--- src/rtl/mt16_pkg.sv ---
package mt16_pkg;

    localparam int ADDR_W = 2;
    localparam logic [ADDR_W-1:0] ADDR_LO   = 2'd0;
    localparam logic [ADDR_W-1:0] ADDR_HI   = 2'd1;
    localparam logic [ADDR_W-1:0] ADDR_MODE = 2'd2;
    localparam logic [ADDR_W-1:0] ADDR_STAT = 2'd3;

    typedef enum logic [1:0] {
        MD_TIMER = 2'b00,
        MD_PULSE = 2'b01,
        MD_EVENT = 2'b10,
        MD_WIDTH = 2'b11
    } tmode_e;

    typedef enum logic {
        S_HALT  = 1'b0,
        S_COUNT = 1'b1
    } run_state_e;

    typedef struct packed {
        logic       stop;
        logic       latch_only;
        logic [2:0] src;
        logic       pol;
        tmode_e     func;
    } mode_reg_t;

    localparam logic [7:0] MODE_RESET = 8'h80;

endpackage

--- src/rtl/mt16_prescale.sv ---
module mt16_prescale #(
    parameter  int BASE_LOG2 = 3,
    parameter  int NUM_TAPS  = 4,
    localparam int PRE_W     = BASE_LOG2 + NUM_TAPS - 1,
    localparam int SEL_W     = (NUM_TAPS > 1) ? $clog2(NUM_TAPS) : 1
) (
    input  logic             clk,
    input  logic             rst_n,
    input  logic [SEL_W-1:0] sel,
    output logic             tick
);

    logic [PRE_W-1:0]    pre_q;
    logic [NUM_TAPS-1:0] taps;

    always_ff @(posedge clk) begin
        if (!rst_n) pre_q <= '0;
        else        pre_q <= pre_q + {{(PRE_W-1){1'b0}}, 1'b1};
    end

    // Tap g fires once every 2**(BASE_LOG2+g) clocks.
    for (genvar g = 0; g < NUM_TAPS; g++) begin : g_tap
        assign taps[g] = &pre_q[BASE_LOG2+g-1:0];
    end

    assign tick = taps[sel];

endmodule

--- src/rtl/mt16_pin_sync.sv ---
module mt16_pin_sync #(
    parameter int STAGES = 2
) (
    input  logic clk,
    input  logic rst_n,
    input  logic pin,
    output logic level,
    output logic rise,
    output logic fall
);

    logic [STAGES-1:0] chain_q;
    logic              prev_q;

    always_ff @(posedge clk) begin
        if (!rst_n) begin
            chain_q <= '0;
            prev_q  <= 1'b0;
        end else begin
            chain_q <= {chain_q[STAGES-2:0], pin};
            prev_q  <= chain_q[STAGES-1];
        end
    end

    assign level = chain_q[STAGES-1];
    assign rise  = level & ~prev_q;
    assign fall  = ~level & prev_q;

endmodule

--- src/rtl/mt16_counter.sv ---
module mt16_counter
    import mt16_pkg::*;
#(
    parameter  int W  = 16,
    parameter  int BW = 8,
    localparam int NB = W / BW
) (
    input  logic          clk,
    input  logic          rst_n,
    input  logic          run_next,
    input  logic          latch_only,
    input  logic          cnt_en,
    input  logic [NB-1:0] wr_sel,
    input  logic [BW-1:0] wr_byte,
    output logic [W-1:0]  count,
    output logic          uflow,
    output run_state_e    state
);

    run_state_e   state_q, state_d;
    logic [W-1:0] count_q, count_d;
    logic [W-1:0] latch_q, latch_d;
    logic         step;

    // State register process.
    always_ff @(posedge clk) begin
        if (!rst_n) begin
            state_q <= S_HALT;
            count_q <= '1;
            latch_q <= '1;
        end else begin
            state_q <= state_d;
            count_q <= count_d;
            latch_q <= latch_d;
        end
    end

    // Next-state and output process.
    always_comb begin
        latch_d = latch_q;
        for (int b = 0; b < NB; b++) begin
            if (wr_sel[b]) latch_d[b*BW +: BW] = wr_byte;
        end

        state_d = state_q;
        step    = 1'b0;
        count_d = count_q;
        unique case (state_q)
            S_HALT: begin
                if (run_next) state_d = S_COUNT;   // GO
            end
            S_COUNT: begin
                if (!run_next) state_d = S_HALT;   // PAUSE
                step = cnt_en;
            end
        endcase

        uflow = step && (count_q == '0);
        if (step) begin
            // Reload sees this cycle's latch writes.
            count_d = uflow ? latch_d : (count_q - {{(W-1){1'b0}}, 1'b1});
        end

        if (!latch_only) begin
            for (int b = 0; b < NB; b++) begin
                if (wr_sel[b]) count_d[b*BW +: BW] = wr_byte;
            end
        end
    end

    assign count = count_q;
    assign state = state_q;

endmodule

--- src/rtl/mt16_timer.sv ---
module mt16_timer
    import mt16_pkg::*;
#(
    parameter  int CNT_W     = 16,
    parameter  int BYTE_W    = 8,
    parameter  int SYNC_DEPTH = 2,
    parameter  int PRE_BASE  = 3,
    parameter  int PRE_TAPS  = 4,
    localparam int NBYTES    = CNT_W / BYTE_W
) (
    input  logic        clk,
    input  logic        rst_n,
    input  logic        wr_en,
    input  logic [1:0]  wr_addr,
    input  logic [7:0]  wr_data,
    input  logic [1:0]  rd_addr,
    output logic [7:0]  rd_data,
    input  logic        src_strobe,
    input  logic        cntr_in,
    output logic        cntr_out,
    output logic        cntr_oe,
    output logic        irq_uflow,
    output logic        irq_edge
);

    mode_reg_t          mode_q, mode_d;
    logic               uf_q, uf_d;
    logic               edge_q, edge_d;
    logic               out_q, out_d;
    logic               mode_wr, stat_wr;
    logic [NBYTES-1:0]  wr_sel;
    logic               pre_tick, src_tick, cnt_en;
    logic               pin_level, pin_rise, pin_fall, sel_edge;
    logic [CNT_W-1:0]   cnt_val;
    logic               uflow;
    run_state_e         run_state;

    assign mode_wr = wr_en && (wr_addr == ADDR_MODE);
    assign stat_wr = wr_en && (wr_addr == ADDR_STAT);

    for (genvar b = 0; b < NBYTES; b++) begin : g_wsel
        assign wr_sel[b] = wr_en && (wr_addr == 2'(b));
    end

    mt16_prescale #(
        .BASE_LOG2 (PRE_BASE),
        .NUM_TAPS  (PRE_TAPS)
    ) u_pre (
        .clk   (clk),
        .rst_n (rst_n),
        .sel   (mode_q.src[1:0]),
        .tick  (pre_tick)
    );

    mt16_pin_sync #(
        .STAGES (SYNC_DEPTH)
    ) u_sync (
        .clk   (clk),
        .rst_n (rst_n),
        .pin   (cntr_in),
        .level (pin_level),
        .rise  (pin_rise),
        .fall  (pin_fall)
    );

    assign src_tick = mode_q.src[2] ? src_strobe : pre_tick;
    assign sel_edge = mode_q.pol ? pin_fall : pin_rise;

    always_comb begin
        unique case (mode_q.func)
            MD_TIMER, MD_PULSE: cnt_en = src_tick;
            MD_EVENT:           cnt_en = sel_edge;
            MD_WIDTH:           cnt_en = src_tick && (pin_level != mode_q.pol);
        endcase
    end

    assign mode_d = mode_wr ? mode_reg_t'(wr_data) : mode_q;

    mt16_counter #(
        .W  (CNT_W),
        .BW (BYTE_W)
    ) u_cnt (
        .clk        (clk),
        .rst_n      (rst_n),
        .run_next   (!mode_d.stop),
        .latch_only (mode_q.latch_only),
        .cnt_en     (cnt_en),
        .wr_sel     (wr_sel),
        .wr_byte    (wr_data[BYTE_W-1:0]),
        .count      (cnt_val),
        .uflow      (uflow),
        .state      (run_state)
    );

    always_comb begin
        uf_d   = uf_q;
        edge_d = edge_q;
        if (stat_wr && !wr_data[0]) uf_d   = 1'b0;
        if (stat_wr && !wr_data[1]) edge_d = 1'b0;
        if (uflow)    uf_d   = 1'b1;
        if (sel_edge) edge_d = 1'b1;

        out_d = out_q;
        if (mode_wr)
            out_d = ~mode_d.pol;
        else if (uflow && mode_q.func == MD_PULSE)
            out_d = ~out_q;
    end

    always_ff @(posedge clk) begin
        if (!rst_n) begin
            mode_q <= mode_reg_t'(MODE_RESET);
            uf_q   <= 1'b0;
            edge_q <= 1'b0;
            out_q  <= 1'b1;
        end else begin
            mode_q <= mode_d;
            uf_q   <= uf_d;
            edge_q <= edge_d;
            out_q  <= out_d;
        end
    end

    always_comb begin
        unique case (rd_addr)
            ADDR_LO:   rd_data = cnt_val[7:0];
            ADDR_HI:   rd_data = cnt_val[15:8];
            ADDR_MODE: rd_data = mode_q;
            ADDR_STAT: rd_data = {6'b0, edge_q, uf_q};
        endcase
    end

    assign cntr_out  = out_q;
    assign cntr_oe   = (mode_q.func == MD_PULSE);
    assign irq_uflow = uf_q;
    assign irq_edge  = edge_q;

endmodule

--- config.mk ---
export PLATFORM = sky130hd
export DESIGN_NAME = mt16_timer
export DESIGN_NICKNAME = d
export VERILOG_FILES = /design/src/rtl/mt16_pkg.sv /design/src/rtl/mt16_prescale.sv /design/src/rtl/mt16_pin_sync.sv /design/src/rtl/mt16_counter.sv /design/src/rtl/mt16_timer.sv
export SDC_FILE = /design/constraint.sdc
export NUM_CORES = 1
export LEC_CHECK = 0
export BUFFER_PORTS_ARGS = -buffer_cell sky130_fd_sc_hd__buf_2
export CORE_UTILIZATION = 55
export CTS_CLUSTER_DIAMETER = 200
export CTS_CLUSTER_SIZE = 40
export DETAILED_ROUTE_END_ITERATION = 7
export PLACE_DENSITY_LB_ADDON = 0.12
export SLEW_MARGIN = 20
export SYNTH_ARGS = -nofsm -noshare
export SYNTH_HDL_FRONTEND = slang
export SYNTH_SLANG_ARGS = --single-unit
export TNS_END_PERCENT = 50
--- constraint.sdc ---
create_clock -name clk -period 4.5 [get_ports clk]
set_clock_uncertainty 0.2 [all_clocks]
set_input_delay 1.35 -clock clk [delete_from_list [all_inputs] [get_ports clk]]
set_output_delay 1.35 -clock clk [all_outputs]
set_load 0.1 [all_outputs]
### After elaboration in Yosys (flattened, before gate mapping)

Cells that the tools add are included.
W data, S select, Z words.

| storage, ports and cells | value |
|---|---|
| register bits | 53 |
| input bits | 17 |
| output and inout port bits | 12 |
| word-level logic and storage cells | 78 |

| cells by class | value |
|---|---|
| add/sub/neg operators | 2 |
| $lt $le $gt $ge | 1 |
| equality and inequality tests | 10 |
| mux-type cells | 22 |
| bitwise logic cells | 6 |
| reductions and logical operators | 23 |

Operators with widths:

| kind | number |
|---|---|
| $mux W16 | 3 |
| $mux W8 | 5 |
| $pmux W8 S4 | 1 |
| $logic_not A16 Y1 | 1 |
| $sub A16 B1 Y16 const B | 1 |
| $eq A2 B2 Y1 const B | 6 |
| $mux W1 | 11 |
| $logic_and A1 B1 Y1 | 9 |
| $add A6 B1 Y6 const B | 1 |
| $eq A2 B1 Y1 const B | 3 |
| $logic_not A2 Y1 | 3 |
| $reduce_and A6 Y1 | 1 |
| $reduce_bool A2 Y1 | 3 |
| $reduce_and A5 Y1 | 1 |
| $not A1 Y1 | 4 |
| $reduce_and A4 Y1 | 1 |
| $lt A2 B3 Y1 const B | 1 |
| $pmux W1 S3 | 1 |
| $reduce_and A3 Y1 | 1 |
| $and A1 B1 Y1 | 2 |
| $bmux W1 S2 | 1 |
| $logic_not A1 Y1 | 2 |
| $reduce_or A2 Y1 | 1 |
| $ne A1 B1 Y1 | 1 |

### Longest topological paths before layout

| depth | value |
|---|---|
| depth in word-level cells | 12 |
| depth in mapped cells | 11 |
| gate-level depth less buffers | 9 |

### Modules after synthesis

A second synthesis with hierarchy kept.

| unflattened totals | value |
|---|---|
| cell total of the unflattened synthesis | 325 |
| area total of the unflattened synthesis | 2,822.7 µm² |

By module, submodules not included:

| module | times used | cells each | area each (µm²) | sequential area each (µm²) |
|---|---|---|---|---|
| mt16_counter | 1 | 211 | 1,785.5 | 660.6 |
| mt16_timer | 1 | 80 | 678.2 | 220.2 |
| mt16_prescale | 1 | 26 | 267.8 | 120.1 |
| mt16_pin_sync | 1 | 8 | 91.3 | 60.1 |

### Worst setup path after synthesis

OpenSTA, ideal clock, no wires.

| path | value |
|---|---|
| path kind | input to output |
| from | input rd_addr[1] |
| to | output rd_data[2] |
| arrival time | 3.947 ns |
| required time | 2.950 ns |
| path slack | -0.997 ns |
| cell stages on the path | 3 |
| cells stage by stage | clkbuf_1 mux2i_1 o21ai_0 |

| between the ends | value |
|---|---|
| cells in the longest elaborated chain, start to end | 2 |
| elaborated cells on any way between the ends | 5 |
| those cells by class | eq/ne (3); mux (1); reduce/logical (1) |

Ends and longest elaborated chain:

| item | RTL line | text |
|---|---|---|
| from (decl) | mt16_timer.sv:16 | `input logic [1:0] rd_addr,` |
| $eq A2 B2 Y1 (tied with other cells) | mt16_timer.sv:125 | `unique case (rd_addr)` |
| $pmux W8 S4 (*) | mt16_timer.sv:125 |  |
| to (decl) | mt16_timer.sv:17 | `output logic [7:0] rd_data,` |

Every way passes the cells marked *; elsewhere a longest branch is shown, timed or not.

### Worst setup path in the final report

| path | value |
|---|---|
| from | input rd_addr[0] |
| to | output rd_data[7] |

Same word-level chain as after synthesis.

==> results.toml <==
[cells_and_area]
area_growth_pct = 10.8
mostFrequentLayoutCells = "59 x nand2_1, 53 x dfxtp_1, 28 x buf_2"
num-fill-cells = 434
drive_gt1_frac = 0.164
nets = 373
final_common_cell = "nand2_1"
diodes = 0

[worst_setup_path]
arrival_ps = 2610
r2r-end = "u_cnt.count[9]$_SDFF_PN1_"
cp.required_ps = 2950
rrSetupSlack_ps = 1390
r2r_cells = 8
worstReg2RegStart = "u_cnt.count[0]$_SDFF_PN1_"
cp-start-kind = "input pin"
end_kind = "output pin"
crit_fanout = 9
critPathKind = "in2out"

[floorplan]
dieArea_um2 = 5400
io_pins = 29
start_util = 0.584
die_w_um = 73.5
core_region_area_um2 = 4820
die_h_um = 73.5
num_rows = 25

[clock_tree]
clk_latency_ps = 310
cts-root-buf = "clkbuf_8"
cts.sinks = 53
clk_pin_slew_ps = 90
cts_post_setup_buffers_inserted = 0
cts_tree = "yes"
clock_path_buffers = 2
ctsResizeCount = 0
htreeDepth = 2
cts_hold_buffers = 0
cts_buffers = 5

[job]
drv_cap = 0

[timing]
min_period_ps = 4160
slew_headroom = 0.360
period_share = 0.925
worstMarginPinSlew_ps = 957
fin_hold_ws_ps = 239
report.final.hold_viol_count = 0
rsz0062_at_grt = "false"
max_freq_ghz = 0.240
setup_viol = 0
slew_viol_final = 0

[synth]
ys_async_sr_fraction = 0
synth_top_family_by_area = "simple AND/OR/NAND/NOR gates"
ys.flop_type = "dfxtp_1"
ys_warn_count = 0
synth_edf_count = 0
syn_inst = 332
avgSynthCellArea_um2 = 8.47
yosysSeqAreaShare = 0.377
synth_adder_area_share = 0.0178
synth_compound_area_frac = 0.192
synth_nets = 353
synth-xor-area-share = 0.00934
muxShareOfSynthArea = 0.112
yosys.cell_types.count = 62
synth_seq_cells = 53
syn_area_um2 = 2810
synthSimpleGateAreaFrac = 0.245

[drt]
wl_um = 7090
first_iter_violations = 281
drc_errors = 0
dr_total_vias = 2536
wire_per_inst_um = 16.9
final_antenna_net_count = 0
vias_per_cell = 6.04
drt_pass1_iterations = 4

[global_routing]
first_global_vias = 2347
antenna_found_initial = 0
grt_max_degree = 39
grt_pass1_wl_um = 11800
overflow = 0
grt_use_total = 0.286

[run_status]
status = "finished, final reports clean"

[hold_path]
min_from = "u_sync.chain_q[0]$_SDFF_PN0_"
hold_path_class = "reg2reg"
hold_depth = 1
hold_path_end = "u_sync.chain_q[1]$_SDFF_PN0_"

[power_and_ir_drop]
leakage_uw = 0.00126
p_total_uw = 1040
powerDensity_nw_per_um2 = 334
vdd_drop_max_mv = 0.222

[place]
hpwl_um = 5110
routabilityCongestion = 0.889
port_buffers = 28
==> state kept, by name (all words and copies together), names as in the netlist <==
| register | cells |
|---|---|
| cntr_out | 1 |
| irq_uflow | 1 |
| irq_edge | 1 |
| u_sync.prev_q | 1 |
| u_pre.pre_q | 6 |
| u_cnt.count | 16 |
| mode_q | 8 |
| u_cnt.latch_q | 16 |
| u_sync.chain_q | 2 |
| u_cnt.state | 1 |
==> per-stage QoR <==
stage	util	setup TNS, ps	cell area, µm²	worst slack (ps)	std cells
after global routing	0.647	0	3120	223	420
after CTS	0.647	0	3120	305	420
final	0.647	0	3120	336	420
after detailed placement	0.619	0	2980	307	412
after floorplan	-	-739	2820	-246	332
after global placement	0.619	0	2980	364	412
==> kinds of logic (layout without fill, tap and decap cells) <==
kind of cell               after synthesis  in the layout
and+or+nand+nor                        139            139
AOI/OAI and AO/OA                       78             78
DFF                                     53             53
muxes                                   29             29
buffers and inverters                   26             47
adders and majority gates                4              4
xor gates and xnor gates                 3              3
==> worst max-delay path, stage by stage <==
cell,delay [ps]
buf_2,220
nor2b_1,400
nand2_1,100
o21ai_1,100
buf_2,440
==> layout make-up <==
cell class	instances	area, µm²	share of cell area
tap	67	83.8	0.0269
multi-input combinational	253	1640	0.525
timing repair buffer	33	178	0.0570
inverter	6	22.5	0.00723
clock inverter	3	65.1	0.0209
clock buffer	5	68.8	0.0221
sequential	53	1060	0.341
==> Yosys cell counts (6+ instances only) <==
| cell | instances | area (µm²) |
|---|---|---|
| dfxtp_1 | 53 | 1060 |
| and2_1 | 8 | 50.1 |
| a21oi_1 | 20 | 100 |
| nand2_1 | 59 | 221 |
| o211ai_1 | 7 | 52.6 |
| o21ai_0 | 15 | 75.1 |
| nand3_1 | 11 | 55.1 |
| nor3_1 | 6 | 30.0 |
| nor2_1 | 21 | 78.8 |
| mux2i_1 | 27 | 270 |
| clkbuf_1 | 12 | 45.0 |
==> metal layers <==
layer / track usage / part of all wire / vias up
met4: 0.0748 / 0.017 / 0
met2: 0.455 / 0.46 / 104
met3: 0.0562 / 0.063 / 12
met5: 0 / 0 / -
met1: 0.396 / 0.46 / 1170
li1: - / - / 1250
==> power by group <==
group	switching, µW	internal (µW)	leakage, µW	total (µW)
Combinational	114	44.2	0.000763	158
Sequential	18.4	486	0.000433	505
Clock	156	221	0.0000681	377
==> worst max-delay path by stage <==
stage                      end  startpoint  depth (start not counted)  slack, ps
floorplan           rd_data[5]  rd_addr[1]                          3       -250
global placement    rd_data[2]  rd_addr[0]                          5        360
detailed placement  rd_data[7]  rd_addr[0]                          5        310
CTS                 rd_data[7]  rd_addr[0]                          5        310
global route        rd_data[3]  rd_addr[0]                          5        220
finish              rd_data[7]  rd_addr[0]                          5        340
Power figures use the tool's default switching activity.
